$ cat config.mk
export PLATFORM = sky130hd
export DESIGN_NAME = bus_mode_reg
export DESIGN_NICKNAME = d
export VERILOG_FILES = /design/src/rtl/bmr_pkg.sv /design/src/rtl/bmr_sync.sv /design/src/rtl/bmr_ctrl.sv /design/src/rtl/bmr_store.sv /design/src/rtl/bus_mode_reg.sv
export SDC_FILE = /design/constraint.sdc
export NUM_CORES = 1
export LEC_CHECK = 0
export BUFFER_PORTS_ARGS = -buffer_cell sky130_fd_sc_hd__buf_2
export CAP_MARGIN = 20
export CORE_MARGIN = 1
export CORE_UTILIZATION = 48
export DETAILED_ROUTE_END_ITERATION = 10
export HOLD_SLACK_MARGIN = 0.12
export PLACE_DENSITY_LB_ADDON = 0.1
export SLEW_MARGIN = 10
export SYNTH_ARGS = -nofsm -noshare
export SYNTH_HDL_FRONTEND = slang
export SYNTH_SLANG_ARGS = --single-unit
$ cat constraint.sdc
create_clock -name clk_i -period 1.71 [get_ports clk_i]
set_input_delay 0.4275 -clock clk_i [delete_from_list [all_inputs] [get_ports clk_i]]
set_output_delay 0.4275 -clock clk_i [all_outputs]
set_load 0.03 [all_outputs]
$ cat src/rtl/bmr_pkg.sv
package bmr_pkg;
  typedef enum logic [1:0] {
    MODE_PASS = 2'd0,
    MODE_CAPT = 2'd1,
    MODE_HOLD = 2'd2
  } mode_e;
endpackage

$ cat src/rtl/bmr_sync.sv
module bmr_sync #(
  parameter int W      = 2,
  parameter int STAGES = 2
) (
  input  logic         clk_i,
  input  logic         rst_ni,
  input  logic [W-1:0] d_i,
  output logic [W-1:0] q_o
);
  localparam int LAST = STAGES - 1;

  logic [W-1:0] stg [STAGES];

  for (genvar s = 0; s < STAGES; s++) begin : g_stage
    always_ff @(posedge clk_i or negedge rst_ni) begin
      if (!rst_ni)     stg[s] <= '0;
      else if (s == 0) stg[s] <= d_i;
      else             stg[s] <= stg[(s > 0) ? s - 1 : 0];
    end
  end

  assign q_o = stg[LAST];
endmodule

$ cat src/rtl/bmr_ctrl.sv
module bmr_ctrl
  import bmr_pkg::*;
#(
  parameter int SYNC_STAGES = 2
) (
  input  logic  clk_i,
  input  logic  rst_ni,
  input  logic  le_i,
  input  logic  bus_clk_i,
  output mode_e mode_o
);
  logic [1:0] raw, syn;
  logic       le_s, bclk_s, bclk_q, rise;

  assign raw = {le_i, bus_clk_i};

  bmr_sync #(.W(2), .STAGES(SYNC_STAGES)) u_sync (
    .clk_i (clk_i),
    .rst_ni(rst_ni),
    .d_i   (raw),
    .q_o   (syn)
  );

  assign le_s   = syn[1];
  assign bclk_s = syn[0];

  // previous bus-clock sample tracks in every mode: no stale edge on mode change
  always_ff @(posedge clk_i or negedge rst_ni) begin
    if (!rst_ni) bclk_q <= 1'b0;
    else         bclk_q <= bclk_s;
  end

  assign rise = bclk_s & ~bclk_q;

  always_comb begin
    if (le_s)      mode_o = MODE_PASS;
    else if (rise) mode_o = MODE_CAPT;
    else           mode_o = MODE_HOLD;
  end

  // an edge is a single-cycle event
  a_r4_rise_pulse: assert property (@(posedge clk_i) disable iff (!rst_ni)
    rise |=> !rise);

  // no capture unless the bus clock was low the cycle before
  a_r9_no_fall_capture: assert property (@(posedge clk_i) disable iff (!rst_ni)
    (mode_o == MODE_CAPT) |-> (bclk_s && !bclk_q));
endmodule

$ cat src/rtl/bmr_store.sv
module bmr_store
  import bmr_pkg::*;
#(
  parameter int W = 18
) (
  input  logic         clk_i,
  input  logic         rst_ni,
  input  mode_e        mode_i,
  input  logic [W-1:0] a_i,
  output logic [W-1:0] q_o
);
  always_ff @(posedge clk_i or negedge rst_ni) begin
    if (!rst_ni) q_o <= '0;
    else begin
      unique case (mode_i)
        MODE_PASS, MODE_CAPT: q_o <= a_i;
        default:              q_o <= q_o;
      endcase
    end
  end

  a_r3_pass_load: assert property (@(posedge clk_i) disable iff (!rst_ni)
    (mode_i == MODE_PASS) |=> (q_o == $past(a_i)));

  a_r4_capture: assert property (@(posedge clk_i) disable iff (!rst_ni)
    (mode_i == MODE_CAPT) |=> (q_o == $past(a_i)));

  a_r5_hold: assert property (@(posedge clk_i) disable iff (!rst_ni)
    (mode_i == MODE_HOLD) |=> $stable(q_o));
endmodule

$ cat src/rtl/bus_mode_reg.sv
module bus_mode_reg
  import bmr_pkg::*;
#(
  parameter int W           = 18,
  parameter int SYNC_STAGES = 2
) (
  input  logic         clk_i,
  input  logic         rst_ni,
  input  logic [W-1:0] a_i,
  input  logic         le_i,
  input  logic         bus_clk_i,
  input  logic         oe_ni,
  output logic [W-1:0] y_o,
  output logic         y_en_o
);
  mode_e        mode;
  logic [W-1:0] q, data;

  bmr_ctrl #(.SYNC_STAGES(SYNC_STAGES)) u_ctrl (
    .clk_i    (clk_i),
    .rst_ni   (rst_ni),
    .le_i     (le_i),
    .bus_clk_i(bus_clk_i),
    .mode_o   (mode)
  );

  bmr_store #(.W(W)) u_store (
    .clk_i (clk_i),
    .rst_ni(rst_ni),
    .mode_i(mode),
    .a_i   (a_i),
    .q_o   (q)
  );

  // pass mode bypasses the storage stage
  assign data   = (mode == MODE_PASS) ? a_i : q;
  assign y_en_o = ~oe_ni;
  assign y_o    = y_en_o ? data : '0;

  // a floating output carries no data
  a_r1_float: assert property (@(posedge clk_i) disable iff (!rst_ni)
    !y_en_o |-> (y_o == '0));

  // the output enable never alters the stored word while holding
  a_r7_oe_no_disturb: assert property (@(posedge clk_i) disable iff (!rst_ni)
    ((mode == MODE_HOLD) && $changed(oe_ni)) |=> $stable(q));
endmodule

After elaboration in Yosys (flattened, before gate mapping)

Index checks and enable logic that the tools add are counted.

Word-level logic and storage cells: 14
Input port bits: 23
Flip-flop bits (word level): 23
Output and inout bits: 19

Reduce and logical (&&, ||, !) cells: 2
Eq/ne operators: 1
Mux-type cells: 4
Bitwise operators: 3

Operators by type and width:

| operator           | count |
|---|---|
| $mux 18            | 2 |
| $mux 2             | 2 |
| $eq 2x1->1 const B | 1 |
| $logic_not 2->1    | 1 |
| $not 1->1          | 2 |
| $reduce_or 2->1    | 1 |
| $and 1x1->1        | 1 |

Logic depth before layout (Yosys ltp)

Depth after elaboration: 7
Mapped depth: 4
Mapped depth without buffers: 3

Hierarchy

A second synthesis with hierarchy kept.

Cells, all modules: 111
Area, all modules: 1266.2 µm²

By module, submodules not included:

| module       | cells an instance | sequential area each (µm²) | instances | area an instance (µm²) |
|---|---|---|---|---|
| bmr_store    | 38                | 450.4                      | 1         | 721.9 |
| bus_mode_reg | 63                | 0.0                        | 1         | 379.1 |
| bmr_sync     | 6                 | 100.1                      | 1         | 115.1 |
| bmr_ctrl     | 4                 | 25.0                       | 1         | 50.0 |

Worst setup path before layout

No wires, ideal clock.

Kind: input -> output
Start: input oe_ni
End: output y_o[10]
Arrival: 1.255 ns
Slack: 0.027 ns
Required time: 1.282 ns
Stages on the path: 3
Path buffers: 2
Cells stage by stage: clkbuf_1 > buf_1 > nor2_1

Longest elaborated chain between the ends: 1

RTL lines:

| item            | line               | source |
|---|---|---|
| start, declared | bus_mode_reg.sv:12 | `input logic oe_ni,` |
| $mux 18         | bus_mode_reg.sv:38 | `assign y_o = y_en_o ? data : '0;` |
| end, declared   | bus_mode_reg.sv:13 | `output logic [W-1:0] y_o,` |

No other way between the ends.

Worst setup path in the final report

Start: register u_ctrl.u_sync.stg, in the netlist u_ctrl.u_sync.q_o[1]
End: output y_o[0]

Longest elaborated chain between the ends: 4

RTL lines:

| item                            | line               | source |
|---|---|---|
| start, declared                 | bmr_sync.sv:12     | `logic [W-1:0] stg [STAGES];` |
| start signal, assigned by index | bmr_sync.sv:17     | `else if (s == 0) stg[s] <= d_i;` |
| start signal, assigned by index | bmr_sync.sv:18     | `else stg[s] <= stg[(s > 0) ? s - 1 : 0];` |
| $mux 2                          | bmr_ctrl.sv:36     | `if (le_s) mode_o = MODE_PASS;` |
| $logic_not 2->1                 | bus_mode_reg.sv:36 | `assign data = (mode == MODE_PASS) ? a_i : q;` |
| $mux 18                         | bus_mode_reg.sv:36 |  |
| $mux 18                         | bus_mode_reg.sv:38 |  |

No other way between the ends.

==> flow_summary.json <==
{
  "floorplan.initialDensity": 0.512,
  "critPathMaxFanout": 8,
  "htree_levels": 1,
  "p_leak_nw": 0.777,
  "clock_latency_ns": 0.30,
  "final_max_slew_viol_count": 0,
  "setup_violations": 18,
  "core-area_um2": 2210,
  "finalHoldViolCount": 0,
  "design_area_um2": 1490,
  "min_path_type": "primary input to flip-flop",
  "synth_top_area_frac": 0.508,
  "worst_slack_ns": -0.0567,
  "postSynthAreaPerCell_um2": 13.3,
  "fmax_mhz": 566,
  "track_usage": 0.171,
  "die_h_um": 50.6,
  "cts_buffers": 3,
  "nets": 156,
  "slew_headroom": 0.665,
  "grt_setup_unrepaired": "yes",
  "violations": "negative setup slack",
  "ys_seq_elements": 23,
  "status": "finished, violations left",
  "crit_chain": "buf_12 > mux2i_1 > nor2_1 > buf_4",
  "cts_buffer_depth": 2,
  "gp_congestion": 0.663,
  "place_hpwl_mm": 1.39,
  "fin_skew_ns": 0.00393,
  "yosysWarnings": 0,
  "dp_cells": 152,
  "r2r_slack_ns": 0.15,
  "drive_above_1_share": 0.538,
  "cts_tree": "yes",
  "power.share.switching": 0.291,
  "power_frac_comb": 0.277,
  "end_kind": "primary output",
  "grt_pass1_vias": 724,
  "yosysUniqueCellTypes": 12,
  "viasPerCell": 4.93,
  "antenna_left": 0,
  "nFillCells": 190,
  "grt_pass1_wl_mm": 3.24,
  "cp.arrival_ns": 1.34,
  "regArea_um2": 577,
  "drc_errors": 0,
  "vias": 789,
  "dpl_cell_area_um2": 1360,
  "ir_drop_uv": 628,
  "area_delta_synth_final_pct": 31.1,
  "die_area_um2": 2560,
  "core.rowCount": 17,
  "crit_slowest_cell": "dfrtp_2",
  "synth_fp_nets": 108,
  "utilization": 0.672,
  "finalCritPeriodShare": 1.03,
  "cts-root-buf": "clkbuf_4",
  "worst_slew_pin_slew_ns": 0.503,
  "pin_count": 42,
  "power.switching_w": 0.000346,
  "grt.overflow.total": 0,
  "power-per-cell-area_nw_per_um2": 799,
  "grt_max_degree": 24,
  "detail_route.wl_per_cell_um": 12.6,
  "die_w_um": 50.6,
  "crit_family": "flip-flops",
  "crit_type": "flip-flop to primary output",
  "worst_path_largest_cell_delay_ns": 0.47,
  "yosys-top-cells-area": "dfrtp_1, mux2i_1, mux2_4, mux2_2, nor2_1",
  "yosys.area.top_type": "dfrtp_1",
  "stdcell_count": 160,
  "dr.pass1.iters": 2,
  "preCtsSetupSlack_ns": 0.164,
  "p_int_w": 0.000841,
  "antenna_cells": 0,
  "port_buffers": 41,
  "p_clk_frac": 0.203,
  "period_minus_slack_ns": 1.77,
  "yosysSeqAreaShare": 0.508,
  "clkTransAtPathRegs_ns": 0.12,
  "dr.first_iter.drc_count": 1,
  "clkSinkCount": 23,
  "path_buf_inv": 2,
  "drv_cap": 0,
  "routed_wl_mm": 2.02,
  "cp.required_ns": 1.28,
  "multiInputGateArea_um2": 504,
  "syn_inst": 85,
  "start_kind": "flip-flop",
  "antenna_found_initial": 0,
  "pwr-share-seq": 0.521,
  "syn-cell-area_um2": 1130
}
## cell usage in the layout (no fill, tap or decap), drive strengths merged
cell type,netlist,routed
inv,2,2
buf,4,46
mux2,18,18
nor2,18,18
dlygate4sd3,0,1
clkbuf,1,4
a21oi,1,1
clkinv,0,1
mux2i,18,18
dfrtp,23,23
## cell families after synthesis
family / after synthesis / synth area share
buf+inv: 7 / 0.0475
compound gates: 1 / 0.0144
flops: 23 / 0.508
mux: 36 / 0.371
simple gates: 18 / 0.0596
## power by group through the flow
stage | logic, W | registers, W | clock network (W)
after floorplan | 0.000216 | 0.000620 | 0
after global placement | 0.000293 | 0.000627 | 0
after detailed placement | 0.000298 | 0.000629 | 0
after CTS | 0.000326 | 0.000617 | 0.000251
after global routing | 0.000354 | 0.000624 | 0.000269
final | 0.000328 | 0.000618 | 0.000241
## sequential cells by signal (all words and copies together), names as in the netlist
| register | flops |
|---|---|
| u_ctrl.u_sync.stg | 2 |
| u_ctrl.u_sync.q_o | 2 |
| u_ctrl.bclk_q | 1 |
| u_store.q_o | 18 |
## final cells by class
cell class,instances,area share
clock buffers,3,0.0152
repair buffers,48,0.226
inverters,2,0.00505
multi-input cells,55,0.339
well taps,28,0.0236
flip-flops and latches,23,0.388
clock inverters,1,0.00337
## cells in the mapped netlist
library cell and n:
dfrtp_1 23, clkbuf_1 1, mux2_4 10, a21oi_4 1, buf_12 1, nor2_1 18, mux2_2 8, buf_6 1
buf_1 1, inv_1 2, buf_4 1, mux2i_1 18
## path summary, 6_finish.rpt
| kind | from | to | cells after the start |
|---|---|---|---|
| max | u_ctrl.u_sync.q_o[1]$_DFF_PN0_ | y_o[0] | 4 |
| min | bus_clk_i | u_ctrl.u_sync.stg[2]$_DFF_PN0_ | 1 |
| max reg2reg | u_ctrl.u_sync.q_o[1]$_DFF_PN0_ | u_store.q_o[17]$_DFFE_PN0P_ | 5 |
| min reg2reg | u_ctrl.u_sync.stg[2]$_DFF_PN0_ | u_ctrl.u_sync.q_o[0]$_DFF_PN0_ | 0 |
| max in group asynchronous | rst_ni | u_ctrl.u_sync.q_o[1]$_DFF_PN0_ | 2 |
| min in group asynchronous | rst_ni | u_store.q_o[11]$_DFFE_PN0P_ | 2 |
## worst register-to-register path, stage by stage (launching register included)
cell	delay, ns
dfrtp_2	0.47
clkbuf_16	0.18
buf_4	0.14
a21oi_4	0.10
buf_4	0.22
mux2_2	0.35
## metal layers
layer | up-vias | track usage | wire (µm)
li1 | 382 | - | -
met3 | 2 | 0.0182 | 89
met1 | 380 | 0.214 | 916
met5 | - | 0 | 0
met2 | 25 | 0.300 | 999
met4 | 0 | 0.0694 | 12
## stage by stage
stage	TNS [ns]	power (W)	hold WS, ns
after global routing	-1.87	0.00125	0.201
after CTS	-0.551	0.00119	0.210
after global placement	0	0.000920	0.355
after detailed placement	0	0.000927	0.350
final	-0.615	0.00119	0.219
after floorplan	0	0.000836	0.132
## repair_timing
action | 4_1_cts | 5_1_grt
setup endpoints to repair | 15 | 18
hold buffers | 1 | 0
setup buffers | 2 | 0
endpoints found under the hold margin | 23 | 0
gates resized for setup | 19 | 0
gates cloned | 0 | 1
pin swaps | 0 | 2
(Power assumes the default switching activity.)
